$ cat config.mk
export PLATFORM = sky130hd
export DESIGN_NAME = pwr_off_seq
export DESIGN_NICKNAME = d
export VERILOG_FILES = /design/src/rtl/pos_pkg.sv /design/src/rtl/pos_rst_sync.sv /design/src/rtl/pos_evt_sync.sv /design/src/rtl/pos_fsm.sv /design/src/rtl/pos_gate.sv /design/src/rtl/pwr_off_seq.sv
export SDC_FILE = /design/constraint.sdc
export NUM_CORES = 1
export LEC_CHECK = 0
export BUFFER_PORTS_ARGS = -buffer_cell sky130_fd_sc_hd__buf_2
export CAP_MARGIN = 20
export CORE_UTILIZATION = 40
export CTS_BUF_LIST = sky130_fd_sc_hd__clkbuf_4 sky130_fd_sc_hd__clkbuf_8
export DETAILED_ROUTE_END_ITERATION = 6
export PLACE_DENSITY = 0.63
export SLEW_MARGIN = 25
export SYNTH_ARGS = -nofsm -noshare
export SYNTH_HDL_FRONTEND = slang
export SYNTH_SLANG_ARGS = --single-unit
$ cat constraint.sdc
create_clock -name clk -period 1.79 [get_ports clk]
set_input_delay 0.358 -clock clk [delete_from_list [all_inputs] [get_ports clk]]
set_output_delay 0.358 -clock clk [all_outputs]
set_load 0.02 [all_outputs]
$ cat src/rtl/pos_pkg.sv
package pos_pkg;

    localparam int EVT_SYNC_STAGES = 3;
    localparam int RST_SYNC_STAGES = 2;

    typedef enum logic [2:0] {
        ST_IDLE   = 3'd0,
        ST_FLUSH  = 3'd1,
        ST_HALT   = 3'd2,
        ST_UNCOH  = 3'd3,
        ST_OFFREQ = 3'd4
    } seq_state_e;

    typedef struct packed {
        logic coh_quiet;
        logic halted;
        logic flush_done;
        logic flush_req;
    } evt_t;

    localparam int EVT_W = $bits(evt_t);

    function automatic seq_state_e next_step(seq_state_e cur, evt_t ev);
        seq_state_e nxt;
        nxt = cur;
        case (cur)
            ST_IDLE:   if (ev.flush_req)  nxt = ST_FLUSH;
            ST_FLUSH:  if (ev.flush_done) nxt = ST_HALT;
            ST_HALT:   if (ev.halted)     nxt = ST_UNCOH;
            ST_UNCOH:  if (ev.coh_quiet)  nxt = ST_OFFREQ;
            ST_OFFREQ: nxt = ST_OFFREQ;
            default:   nxt = ST_IDLE;
        endcase
        return nxt;
    endfunction

endpackage

$ cat src/rtl/pos_rst_sync.sv
module pos_rst_sync #(
    parameter int DEPTH = 2
) (
    input  logic clk,
    input  logic raw_rst,
    output logic rst_o
);
    logic [DEPTH-1:0] stage_q;

    always_ff @(posedge clk) begin
        stage_q <= {stage_q[DEPTH-2:0], raw_rst};
    end

    assign rst_o = stage_q[DEPTH-1];
endmodule

$ cat src/rtl/pos_evt_sync.sv
module pos_evt_sync #(
    parameter int WIDTH = 4,
    parameter int DEPTH = 3
) (
    input  logic             clk,
    input  logic             rst,
    input  logic [WIDTH-1:0] d_i,
    output logic [WIDTH-1:0] q_o
);
    for (genvar g = 0; g < WIDTH; g++) begin : g_bit
        logic [DEPTH-1:0] chain_q;

        always_ff @(posedge clk) begin
            if (rst) begin
                chain_q <= '0;
            end else begin
                chain_q <= {chain_q[DEPTH-2:0], d_i[g]};
            end
        end

        assign q_o[g] = chain_q[DEPTH-1];
    end
endmodule

$ cat src/rtl/pos_fsm.sv
module pos_fsm
    import pos_pkg::*;
(
    input  logic       clk,
    input  logic       rst,
    input  evt_t       evt_i,
    output seq_state_e state_o
);
    seq_state_e state_q;
    logic [2:0] step_bits;

    always_ff @(posedge clk) begin
        if (rst) begin
            state_q <= ST_IDLE;
        end else begin
            state_q <= next_step(state_q, evt_i);
        end
    end

    assign state_o   = state_q;
    assign step_bits = state_q;

    // a change of step is always a single increment
    a_r10_single_step: assert property (@(posedge clk) disable iff (rst)
        (step_bits != $past(step_bits)) |-> (step_bits == $past(step_bits) + 3'd1));

    // power-off request is sticky outside reset
    a_r8_offreq_held: assert property (@(posedge clk) disable iff (rst)
        (state_q == ST_OFFREQ) |=> (state_q == ST_OFFREQ));

    // idle waits for the flush request only
    a_r4_idle_waits: assert property (@(posedge clk) disable iff (rst)
        (state_q == ST_IDLE && !evt_i.flush_req) |=> (state_q == ST_IDLE));

    // coherency exit needs both handshake lines low
    a_r7_uncoh_waits: assert property (@(posedge clk) disable iff (rst)
        (state_q == ST_UNCOH && !evt_i.coh_quiet) |=> (state_q == ST_UNCOH));
endmodule

$ cat src/rtl/pos_gate.sv
module pos_gate (
    input  logic clk,
    input  logic ext_rst,
    input  logic soft_rst_n,
    input  logic at_offreq,
    output logic gate_o
);
    logic gate_q;

    always_ff @(posedge clk) begin
        if (ext_rst) begin
            gate_q <= 1'b0;
        end else begin
            gate_q <= ~soft_rst_n & (gate_q | at_offreq);
        end
    end

    assign gate_o = gate_q;

    // gate only ever follows a low soft reset
    a_r11_needs_soft_low: assert property (@(posedge clk) disable iff (ext_rst)
        gate_o |-> !$past(soft_rst_n));

    // soft reset during the power-off request sets the gate
    a_r11_sets_on_offreq: assert property (@(posedge clk) disable iff (ext_rst)
        (!soft_rst_n && at_offreq) |=> gate_o);
endmodule

$ cat src/rtl/pwr_off_seq.sv
module pwr_off_seq
    import pos_pkg::*;
#(
    parameter int EVT_STAGES = EVT_SYNC_STAGES,
    parameter int RST_STAGES = RST_SYNC_STAGES
) (
    input  logic       clk,
    input  logic       ext_rst,
    input  logic       soft_rst_n,
    input  logic       flush_req,
    input  logic       flush_done,
    input  logic       core_halted,
    input  logic       coh_req,
    input  logic       coh_ack,
    output logic       cpu_rst,
    output logic [2:0] seq_step,
    output logic       off_ready,
    output logic       pd_clk_gate
);
    logic       raw_rst;
    evt_t       raw_evt;
    evt_t       sync_evt;
    logic [EVT_W-1:0] sync_bits;
    seq_state_e state;

    assign raw_rst = ext_rst | ~soft_rst_n;

    pos_rst_sync #(.DEPTH(RST_STAGES)) u_rst_sync (
        .clk     (clk),
        .raw_rst (raw_rst),
        .rst_o   (cpu_rst)
    );

    always_comb begin
        raw_evt            = '0;
        raw_evt.flush_req  = flush_req;
        raw_evt.flush_done = flush_done;
        raw_evt.halted     = core_halted;
        raw_evt.coh_quiet  = ~coh_req & ~coh_ack;
    end

    pos_evt_sync #(.WIDTH(EVT_W), .DEPTH(EVT_STAGES)) u_evt_sync (
        .clk (clk),
        .rst (cpu_rst),
        .d_i (raw_evt),
        .q_o (sync_bits)
    );

    assign sync_evt = evt_t'(sync_bits);

    pos_fsm u_fsm (
        .clk     (clk),
        .rst     (cpu_rst),
        .evt_i   (sync_evt),
        .state_o (state)
    );

    pos_gate u_gate (
        .clk        (clk),
        .ext_rst    (ext_rst),
        .soft_rst_n (soft_rst_n),
        .at_offreq  (state == ST_OFFREQ),
        .gate_o     (pd_clk_gate)
    );

    assign seq_step  = state;
    assign off_ready = (state == ST_OFFREQ);

    // a CPU reset always lands the sequence in idle
    a_r2_idle_after_rst: assert property (@(posedge clk)
        cpu_rst |=> (seq_step == 3'd0));
endmodule

# Yosys cells after proc, flatten, opt, wreduce, memory -nomap -nowiden
# Index checks and enable logic that the tools add are counted.
# totals
ff_bits,18
in_bits,8
# classes
n_eq_ne,8
mux,5
bitwise,7
n_reduce_logical,2
# ops
op,n
one-hot mux 3 bit (5 select lines),1
2-to-1 mux 3 bit,4
"inequality test 2 bit, second input constant",4
"equality test 3 x 2 -> 1 bit, second input constant",2
AND reduction 4 bit,1
"equality test 3 x 1 -> 1 bit, second input constant",1
"equality test 3 bit, second input constant",1
zero test 3 bit,1
NOT 1 bit,3
AND 1 bit,2
OR 1 bit,2

# Depth between registers and ports, before layout
# depth
word_depth,3
ltp_mapped,2
ltp_nobuf,2

# Modules after synthesis
# A second synthesis with hierarchy kept.
# hier_totals
hier_cells,53
area_unflattened_um2,636.9
# by_module_without_submodules
mod,instances,cells_per_inst,area_each_um2
pos_evt_sync,1,29,396.6
pos_fsm,1,16,143.9
pos_rst_sync,1,2,40.0
pos_gate,1,3,33.8
pwr_off_seq,1,3,22.5

# Worst setup path after synthesis
# No wires, ideal clock.
# synth_path
path_kind,register -> output
start,"register u_fsm.state_q[2], in the netlist u_fsm.state_o[2]"
end,output port off_ready
t_arrival_ns,0.940
required_ns,1.432
path_slack_ns,0.492
stages_incl_launch_ff,2
n_path_buf,0
path_cell_list,dfxtp_1 nor3b_2
# synth_via
elab_chain_len,1
# synth_lines
element,line_no,text
from (decl),pos_fsm.sv:9,seq_state_e state_q;
from (signal assigned),pos_fsm.sv:16,"state_q <= next_step(state_q, evt_i);"
equality test 3 bit,pwr_off_seq.sv:67,assign off_ready = (state == ST_OFFREQ);
to (decl),pwr_off_seq.sv:17,"output logic off_ready,"
# No other way between the ends.

# Worst setup path in the final report
# Same ends and word-level chain as after synthesis.

==> key figures <==
Die
  • Cell Rows: 13
  • Width of the chip: roughly 40 um
  • Total die area: roughly 1600 um2
  • Top-Level Pins: 14
  • Initial core utilization: roughly 43%
  • Die span in y: 39.5 um
  • Core ar.: between 1000 and 1500 um2

Worst setup path
  • CP Capture Type: primary output
  • Worst reg-to-reg setup slack: between 0.6 and 0.7 ns
  • R2r endpoint: u_fsm.state_o[0]
  • Reg-to-Reg Start: u_fsm.state_o[1]
  • Reg2reg path depth: 2
  • Crit-path max FO: 6
  • Startpoint types: flop
  • Crit path kind: reg -> out
  • Arrival time at the worst endpoint: 1.17 ns
  • Worst EP required: 1.43 ns

GRT
  • First-pass GRT wire length: slightly below 1 mm
  • Largest net degree at the start of global routing: 13
  • Gr ovfl total: 0
  • Vias in the first global route: 254
  • GRT Total Usage: 9.54%
  • Initial antenna violation count: 0

Hold path
  • Hold path depth: 2
  • WHS Endpoint: u_evt_sync.g_bit[3].chain_q[0]
  • Hold path startpoint: coh_ack
  • HP Class: in -> reg

Route
  • DR DRC count: 0
  • Starting DRT DRC Count: 1
  • Routed WL: 655 um
  • First-pass iteration count of the detailed router: 2
  • DRT antenna net count: 0
  • Vias post-DR: 334
  • Drt wl/cell: ~8.5 um
  • Via density: 4.34

Placement
  • IO buf count: 13
  • Placed Area: between 600 and 700 um2
  • Post-detail-place hpwl: 471 um
  • DP Worst Slack: 0.568 ns
  • Gp weighted congestion: 0.597
  • # placed instances: 73

Cells and area
  • Area Overhead vs Synth: 21.8%
  • Non-filler cells, final: slightly below 80
  • Commonest cells after routing, fill and taps aside: 18 x dfxtp_1, 13 x buf_2, 11 x nor2b_1
  • # diodes: 0
  • Leading cell type in the layout, fill and taps excluded: dfxtp_1
  • Final #Nets: 71
  • Cell area after layout: 684 um2
  • Layout cells sized above 1: 32.3%
  • Util after Layout: 52.6%

Outcome
  • Status: finished clean

Clock tree
  • CTS max path bufs: 2
  • H-tree depth: 1
  • Worst-skew pair later-pin latency: 0.28 ns
  • CTS tree: built
  • Clk sinks: 18
  • Cts bufs inserted: 3
  • Cts repair resizes: 0
  • Clk slew on worst S/H paths: 0.09 ns
  • Post-CTS Setup Bufs: 0
  • Root buffer cell: clkbuf_4
  • Cts hold-fix bufs: 0

Timing
  • Max-slew violation count: 0
  • Final setup fails: 0
  • Endpoints failing hold: 0
  • Unrepaired setup endpoints after global routing: no
  • Hold slack: 0.222 ns
  • Slew headroom: 84.1%
  • Final setup TNS: 0 ns
  • Tmin final: 1.53 ns
  • FMAX: 0.655 GHz
  • Slew @ Worst Pin: 0.238 ns
  • Final Skew: 0.00147 ns
  • Final period utilization: 85.3%
  • Fin worst setup slack: 0.264 ns

Logic synthesis
  • Synth warn: 0
  • Mapped cell area: roughly 560 um2
  • Post-Syn Area per Cell: between 10 and 15 um2
  • Synth Register Bits: 18
  • Post-Syn Instances: 45
  • Seq/Total Area, Yosys: between 60% and 70%
  • Yosys cell types: 17
  • Synth Net Count: 53

Power and ir drop
  • Clock power frac: 34.9%
  • P_sw: 0.120 mW
  • Worst vdd ir: 0.447 mV
  • Final total power: 0.664 mW
  • Switch share: between 10% and 20%
  • Leakage: 0.304 nW
  • Part of the power in combinational logic: 3.2%
  • PwrDens: 970 nW/um2
  • Seq pwr share: 61.9%
  • Internal power: between 0.5 and 0.6 mW

Run
  • Max-Cap Viols: 0
[cells by family (layout without fill, tap and decap cells)]
group                  count (synthesis)  after routing  synth area share [%]
flip-flops                            18             18                  64.1
AO/OA/AOI/OAI                          5              5                  8.69
buffers and inverters                  1             18                 0.890
multiplexers                           2              2                  3.79
AND/OR/NAND/NOR                       19             19                  22.5
[routing by layer]
metal / up-vias / GRT usage [%] / wire length (um) / share of wire (%)
met2: 11 / 13.5 / 281 / 43
met1: 137 / 12.4 / 335 / 51
li1: 184 / - / - / -
met4: 0 / 7.76 / 6 / 0.92
met3: 2 / 1.70 / 32 / 4.9
met5: - / 0 / 0 / 0
[worst max path at each step]
stage | startpoint | end | slack (ns) | cells after the start
after detailed placement | u_fsm.state_o[2] | off_ready | 0.57 | 2
final | u_fsm.state_o[2] | off_ready | 0.26 | 2
after floorplan | u_fsm.state_o[2] | off_ready | 0.49 | 1
after global routing | u_fsm.state_o[2] | off_ready | 0.17 | 2
after global placement | u_fsm.state_o[2] | off_ready | 0.60 | 2
after CTS | u_fsm.state_o[2] | off_ready | 0.25 | 2
[flip-flops by register name, summed over array words and instances (netlist names)]
name	count
u_rst_sync.stage_q	2
u_gate.gate_o	1
u_evt_sync.g_bit.chain_q	12
u_fsm.state_o	3
[power by group through the flow]
stage	clock, mW	combinational (mW)	sequential [mW]
after global placement	0	0.0218	0.420
final	0.232	0.0215	0.411
after CTS	0.238	0.0221	0.411
after floorplan	0	0.00938	0.421
after global routing	0.259	0.0240	0.412
after detailed placement	0	0.0221	0.420
[synth_stat cells]
| master | n | area, um2 |
|---|---|---|
| dfxtp_1 | 18 | 360 |
| nor2b_1 | 11 | 68.8 |
| nor3_1 | 2 | 10.0 |
| a211oi_2 | 1 | 12.5 |
| a21bo_1 | 1 | 10.0 |
| a22o_1 | 1 | 8.76 |
| and4b_1 | 1 | 10.0 |
| buf_2 | 1 | 5.00 |
| mux2_1 | 1 | 11.3 |
| mux2i_1 | 1 | 10.0 |
| nand2b_1 | 1 | 6.26 |
| nand3b_1 | 1 | 7.51 |
| nor2_1 | 1 | 3.75 |
| nor3b_1 | 1 | 7.51 |
| nor3b_2 | 1 | 12.5 |
| o21a_1 | 1 | 7.51 |
| o21ba_1 | 1 | 10.0 |
[area by class of cell]
cell class | instances | area, um2
well taps | 15 | 18.8
flip-flops and latches | 18 | 360
clock buffers | 4 | 36.3
fillers | 131 | 617
multi-input cells | 26 | 196
repair buffers | 14 | 72.6
[critical path, cell delays in order, from the launching register on]
cell	delay [ns]
dfxtp_1	0.42
nor3b_2	0.26
buf_2	0.21
Note: power is estimated with default switching activity, not from simulation.
